[src/rtl/dha_pkg.sv]
package dha_pkg;

  localparam logic [2:0] PASSIVE_STATUS = 3'b111;

  typedef enum logic [1:0] {
    ST_IDLE = 2'd0,
    ST_ASK  = 2'd1,
    ST_OWN  = 2'd2,
    ST_DROP = 2'd3
  } hold_state_t;

endpackage

[src/rtl/dha_sync.sv]
module dha_sync #(
  parameter int W       = 1,
  parameter int STAGES  = 2,
  parameter bit RST_VAL = 1'b0
) (
  input  logic         clk,
  input  logic         rst_n,
  input  logic [W-1:0] d,
  output logic [W-1:0] q
);

  logic [STAGES-1:0][W-1:0] chain;

  always_ff @(posedge clk or negedge rst_n) begin
    if (!rst_n) begin
      chain <= {STAGES{{W{RST_VAL}}}};
    end else begin
      chain[0] <= d;
      for (int i = 1; i < STAGES; i++) begin
        chain[i] <= chain[i-1];
      end
    end
  end

  assign q = chain[STAGES-1];

endmodule

[src/rtl/dha_hold_fsm.sv]
module dha_hold_fsm
  import dha_pkg::*;
(
  input  logic       clk,
  input  logic       rst_n,
  input  logic       req_s,
  input  logic [2:0] cpu_status,
  output logic       hold_req,
  output logic       hold_ack
);

  hold_state_t state, state_nx;
  logic        passive;

  assign passive = (cpu_status == PASSIVE_STATUS);

  always_comb begin
    state_nx = state;
    unique case (state)
      ST_IDLE: if (req_s) state_nx = ST_ASK;
      ST_ASK: begin
        if (!req_s)       state_nx = ST_IDLE;
        else if (passive) state_nx = ST_OWN;
      end
      ST_OWN:  if (!req_s) state_nx = ST_DROP;
      ST_DROP: state_nx = ST_IDLE;
      default: state_nx = ST_IDLE;
    endcase
  end

  always_ff @(posedge clk or negedge rst_n) begin
    if (!rst_n) state <= ST_IDLE;
    else        state <= state_nx;
  end

  assign hold_req = (state == ST_ASK) || (state == ST_OWN);
  assign hold_ack = (state == ST_OWN) || (state == ST_DROP);

  // a grant starts only after a passive status was seen
  a_r3_grant_after_passive: assert property (@(posedge clk) disable iff (!rst_n)
    $rose(hold_ack) |-> ($past(cpu_status) == PASSIVE_STATUS));

  // a grant is always preceded by a pending hold request
  a_r3_grant_after_request: assert property (@(posedge clk) disable iff (!rst_n)
    $rose(hold_ack) |-> $past(hold_req));

  // once the request is withdrawn, the grant ends on the next edge
  a_r6_ack_trails_req: assert property (@(posedge clk) disable iff (!rst_n)
    (hold_ack && !hold_req) |=> !hold_ack);

  // without a synchronized request nothing new is asked for
  a_r8_no_req_no_ask: assert property (@(posedge clk) disable iff (!rst_n)
    (!req_s && !hold_req) |=> !hold_req);

endmodule

[src/rtl/dha_ready_gen.sv]
module dha_ready_gen #(
  parameter int N_WAIT = 2
) (
  input  logic              clk,
  input  logic              rst_n,
  input  logic [N_WAIT-1:0] wait_s,
  input  logic              hold_req,
  input  logic              addr_en,
  output logic              cpu_ready
);

  logic waits_clear;
  logic bus_taken;

  assign waits_clear = &wait_s;
  assign bus_taken   = hold_req | addr_en;

  always_ff @(posedge clk or negedge rst_n) begin
    if (!rst_n) cpu_ready <= 1'b1;
    else        cpu_ready <= waits_clear && !bus_taken;
  end

  // ready is not left low once the transfer has ended and waits are clear
  a_r6_ready_released: assert property (@(posedge clk) disable iff (!rst_n)
    ($fell(addr_en) && waits_clear) |=> cpu_ready);

  // any active wait stalls the processor on the next edge
  a_r7_wait_stalls: assert property (@(posedge clk) disable iff (!rst_n)
    !waits_clear |=> !cpu_ready);

endmodule

[src/rtl/dma_hold_arbiter.sv]
module dma_hold_arbiter #(
  parameter int SYNC_STAGES = 2,
  parameter int N_WAIT      = 2
) (
  input  logic              clk,
  input  logic              rst_n,
  input  logic              dma_req,
  input  logic [2:0]        cpu_status,
  input  logic [N_WAIT-1:0] wait_n,
  output logic              hold_req,
  output logic              hold_ack,
  output logic              addr_en,
  output logic              cpu_ready
);

  logic              req_s;
  logic [N_WAIT-1:0] wait_s;

  dha_sync #(.W(1), .STAGES(SYNC_STAGES), .RST_VAL(1'b0)) u_req_sync (
    .clk   (clk),
    .rst_n (rst_n),
    .d     (dma_req),
    .q     (req_s)
  );

  dha_sync #(.W(N_WAIT), .STAGES(SYNC_STAGES), .RST_VAL(1'b1)) u_wait_sync (
    .clk   (clk),
    .rst_n (rst_n),
    .d     (wait_n),
    .q     (wait_s)
  );

  dha_hold_fsm u_fsm (
    .clk        (clk),
    .rst_n      (rst_n),
    .req_s      (req_s),
    .cpu_status (cpu_status),
    .hold_req   (hold_req),
    .hold_ack   (hold_ack)
  );

  assign addr_en = hold_ack;

  dha_ready_gen #(.N_WAIT(N_WAIT)) u_ready (
    .clk       (clk),
    .rst_n     (rst_n),
    .wait_s    (wait_s),
    .hold_req  (hold_req),
    .addr_en   (addr_en),
    .cpu_ready (cpu_ready)
  );

  // the processor is halted throughout the DMA transfer
  a_r5_ready_low_in_xfer: assert property (@(posedge clk) disable iff (!rst_n)
    addr_en |-> !cpu_ready);

  // a fresh hold request stalls the processor on the next edge
  a_r5_stall_on_request: assert property (@(posedge clk) disable iff (!rst_n)
    $rose(hold_req) |=> !cpu_ready);

endmodule

[config.mk]
export PLATFORM = sky130hd
export DESIGN_NAME = dma_hold_arbiter
export DESIGN_NICKNAME = d
export VERILOG_FILES = /design/src/rtl/dha_pkg.sv /design/src/rtl/dha_sync.sv /design/src/rtl/dha_hold_fsm.sv /design/src/rtl/dha_ready_gen.sv /design/src/rtl/dma_hold_arbiter.sv
export SDC_FILE = /design/constraint.sdc
export NUM_CORES = 1
export LEC_CHECK = 0
export BUFFER_PORTS_ARGS = -buffer_cell sky130_fd_sc_hd__buf_2
export CELL_PAD_IN_SITES_DETAIL_PLACEMENT = 0
export CELL_PAD_IN_SITES_GLOBAL_PLACEMENT = 2
export CORE_UTILIZATION = 29
export CTS_CLUSTER_DIAMETER = 150
export DETAILED_ROUTE_END_ITERATION = 10
export HOLD_SLACK_MARGIN = 0.1
export PLACE_DENSITY = 0.66
export REMOVE_ABC_BUFFERS = 1
export SYNTH_ARGS = -nofsm -noshare
export SYNTH_HDL_FRONTEND = slang
export SYNTH_SLANG_ARGS = --single-unit
[constraint.sdc]
create_clock -name clk -period 1.75 [get_ports clk]
set_clock_uncertainty 0.15 [all_clocks]
set_input_delay 0.2625 -clock clk [delete_from_list [all_inputs] [get_ports clk]]
set_output_delay 0.2625 -clock clk [all_outputs]
set_load 0.02 [all_outputs]
; Word level (Yosys, flattened, before mapping)
; Cells that the tools add are included.
[classes]
eq_ne = 7
muxes = 5
n_bitwise = 1
n_reduce_logical = 7
[ops]
columns = cell, n
row1 = $mux W2, 4
row2 = $pmux W2 S4, 1
row3 = $eq A2 B2 Y1 const B, 2
row4 = $ne A2 B2 Y1 const B, 2
row5 = $eq A3 B3 Y1 const B, 1
row6 = $ne A3 B2 Y1 const B, 1
row7 = $reduce_and A3 Y1, 1
row8 = $eq A2 B1 Y1 const B, 1
row9 = $logic_not A2 Y1, 1
row10 = $logic_or A1 B1 Y1, 2
row11 = $reduce_and A2 Y1, 1
row12 = $logic_and A1 B1 Y1, 1
row13 = $logic_not A1 Y1, 1
row14 = $or A1 B1 Y1, 1
[word_totals]
reg_bits = 9
in_bits = 8
out_inout_bits = 4
wordCells = 26

; Depth between registers and ports, before layout
[logic_depth]
word_depth = 5
depth_mapped = 5
mapped_depth_nobuf = 5

; Hierarchy
; Synthesis repeated with hierarchy kept, for this count alone.
[unflattened]
hier_cells = 35
area_unflattened_um2 = 441.7
[modules_own_cells]
columns = mod, instances, cells_each, area_per_inst_um2, seq_area_each_um2
row1 = dha_hold_fsm, 1, 24, 225.2, 50.0
row2 = dha_sync at u_wait_sync, 1, 6, 120.1, 105.1
row3 = dha_sync at u_req_sync, 1, 2, 50.0, 50.0
row4 = dha_ready_gen, 1, 2, 38.8, 26.3
row5 = dma_hold_arbiter, 1, 1, 7.5, 0.0

; Least setup slack after synthesis
; OpenSTA, ideal clock, no wires.
[synth_timing]
path_kind = reg-to-output
startpoint = reg u_fsm.state[0]
endpoint = out hold_ack
t_arrival_ns = 1.217
required_time_ns = 1.337
path_slack_ns = 0.120
path_stages_with_launch = 5
path_buffers = 1
cell_sequence = dfrtp_1 > inv_1 > ha_1 > or2_2 > buf_4
[synth_via]
elab_chain_len = 2
word_cells_on_any_way = 3
cone_classes = eq/ne (2) / reduce/logical (1)
[synth_rtl]
columns = element, line
row1 = from (decl), dha_hold_fsm.sv:12  ; hold_state_t state, state_nx;
row2 = from (signal assigned), dha_hold_fsm.sv:33  ; else state <= state_nx;
row3 = $eq A2 B2 Y1, dha_hold_fsm.sv:37  ; assign hold_ack = (state == ST_OWN) || (state == ST_DROP);
row4 = $logic_or A1 B1 Y1 (*), dha_hold_fsm.sv:37
row5 = to (decl), dma_hold_arbiter.sv:11  ; output logic hold_ack,
; Every way passes the cells marked *; elsewhere a longest branch is shown, timed or not.

; Worst setup path after layout
[layout_timing]
startpoint = reg u_fsm.state[0]
endpoint = out addr_en
[layout_via]
elab_chain_len = 2
word_cells_on_any_way = 3
cone_classes = eq/ne (2) / reduce/logical (1)
[layout_rtl]
columns = element, line
row1 = $eq A2 B2 Y1, dha_hold_fsm.sv:37
row2 = $logic_or A1 B1 Y1 (*), dha_hold_fsm.sv:37
row3 = to (decl), dma_hold_arbiter.sv:12  ; output logic addr_en,
; Marked as above.

==> impl_metrics.json <==
{
  "n_antenna_cell": 0,
  "worstMarginPinSlew_ps": 206,
  "whs_ps": 190,
  "seq_power_share_pct": 29.7,
  "p_int_uw": 602,
  "clk-insertion-delay-late_ps": 250,
  "vias": 294,
  "slew_viol_final": 0,
  "gr-total-overflow": 0,
  "required_ps": 1340,
  "crit_path_end_kind": "output pin",
  "grt_pass1_vias": 291,
  "cts_tree": "yes",
  "grt_first_pass_wirelength_um": 1240,
  "ios": 12,
  "viasPerCell": 4.45,
  "die_x_um": 39.5,
  "firstDrtPassIters": 3,
  "max_freq_mhz": 587,
  "min_from": "u_req_sync.chain[0]",
  "wl_per_cell_um": 10.2,
  "yosys.area.top_type": "dfstp_2",
  "die_area_mm2": 0.00156,
  "routed_wl_um": 670,
  "crit_type": "reg -> out",
  "initial_core_util_pct": 31.3,
  "netlist_area_um2": 408,
  "cts_sinks": 9,
  "fin_nets": 65,
  "core_area_mm2": 0.00130,
  "grt_max_degree": 10,
  "p_comb_share_pct": 54.2,
  "hold_viol": 0,
  "yosys_register_bits": 9,
  "htree_levels": 1,
  "areaGrowthSynthToFinish_pct": 47.2,
  "ir_drop_mv": 0.883,
  "die_h_um": 39.5,
  "row_count": 13,
  "cts_root_buf": "clkbuf_4",
  "p_switching_uw": 372,
  "hp-class": "reg -> reg",
  "drc": 0,
  "ys_seq_area_share_pct": 56.7,
  "ys_async_sr_fraction_pct": 100,
  "synthCells": 31,
  "critPathLaunchType": "flop",
  "netlist_top_cells_area": "dfstp_2 32%, dfrtp_1 25%, ha_1 15%",
  "postRouteAntennaNets": 0,
  "portBuffers": 11,
  "drive_gt1_share_pct": 56.9,
  "avgSynthCellArea_um2": 13.2,
  "rsz0062_at_grt": "true",
  "yosysWarningCount": 0,
  "synthFlopType": "dfstp_2",
  "arrival_ps": 1290,
  "setup_viol": 0,
  "power_uw": 973,
  "synth_top_cell_area_share_pct": 32.2,
  "fin_crit_sh_pct": 97.3,
  "path_max_fanout": 2,
  "drtIter0Drc": 6,
  "place.gp.congestion": 0.612,
  "startpoint": "u_fsm.state[0]",
  "synth_cell_types": 17,
  "netSwitchingFraction_pct": 38.2,
  "fin_crit_ps": 1700,
  "fin_tns_setup_ps": 0,
  "antenna_found_initial": 0,
  "drv_cap": 0,
  "clk_pin_slew_ps": 60,
  "clkPwrFrac_pct": 16.1,
  "p_leak_uw": 0.000277,
  "synth_edf_count": 0,
  "clockBufferDepth": 2,
  "powerDensity_mw_per_mm2": 1620,
  "dp_hpwl_um": 476,
  "status": "complete, no violations",
  "track_usage_pct": 11.9,
  "numCtsBuffers": 3,
  "reg2reg_slack_ps": 130,
  "max_slew_margin_pct": 86.3
}
[cell usage after synthesis, types with 2 or more instances]
master   n
dfstp_2  5
ha_1     5
inv_1    2
dfrtp_1  4
nor2_1   2
nand3_1  2
[worst paths after layout]
| path | end | depth (start not counted) |
|---|---|---|
| max in group asynchronous | u_wait_sync.q[1] | 2 |
| setup / recovery | addr_en | 4 |
| hold reg to reg | u_req_sync.q | 0 |
| setup reg to reg | u_fsm.state[0] | 5 |
| hold / removal | u_req_sync.q | 0 |
| min in group asynchronous | u_req_sync.q | 2 |
[metrics by stage]
step	util, %	worst slack, ps	instance area, µm²	std cells
CTS	44.3	3.04	577	66
finish	46.2	47.1	601	66
detailed placement	36.4	110	474	56
global route	46.2	-2.87	601	66
global placement	36.4	158	474	56
floorplan	-	254	400	30
[logic make-up after synthesis]
logic type | share of synthesized area (%)
AND/OR/NAND/NOR | 10.7
AO/OA/AOI/OAI | 9.82
multiplexers | 3.68
flip-flops | 56.8
adder cells (fa/ha/maj) | 15.3
buffers and inverters | 3.68
[cell usage in the layout, fill, tap and decap left out, types with 2 or more instances in the layout]
master	n
dfstp_2	5
dfrtp_1	3
nand3_1	2
ha_4	2
dlygate4sd3_1	4
buf_2	9
nor2_1	2
ha_1	3
buf_6	3
clkbuf_4	3
[layout make-up]
| type | count | area (µm²) |
|---|---|---|
| clock buffers | 4 | 26.3 |
| fillers | 131 | 701 |
| inverters | 2 | 7.51 |
| multi-input cells | 19 | 189 |
| flip-flops and latches | 9 | 233 |
| well taps | 15 | 18.8 |
| repair buffers | 17 | 126 |
[power by group through the flow]
stage | Clock, µW | Combinational (µW) | Sequential [µW]
floorplan | 0 | 301 | 282
global placement | 0 | 400 | 279
detailed placement | 0 | 401 | 282
CTS | 161 | 510 | 276
global route | 176 | 592 | 292
finish | 156 | 528 | 289
[critical path: stages, from the launching register on]
cell and delay, ps:
dfrtp_1 400, buf_6 130, ha_4 140, or2_4 250, buf_6 130
[layer usage]
layer / global-route usage [%] / share of wire, % / vias to the layer above
li1: - / - / 145
met1: 16.2 / 52 / 138
met2: 18.4 / 42 / 11
met3: 1.70 / 5.5 / 0
met4: 5.17 / 0 / 0
met5: 0 / 0 / -
[repair_timing]
item / in CTS / in global routing
setup endpoints to repair: 2 / 2
hold endpoints to repair: 12 / 0
buffers inserted: 2 / 0
pin swaps: 1 / 2
cloned: 0 / 0
resized for setup: 8 / 4
hold buffers: 4 / 0
Note: power is estimated with default switching activity, not from simulation.
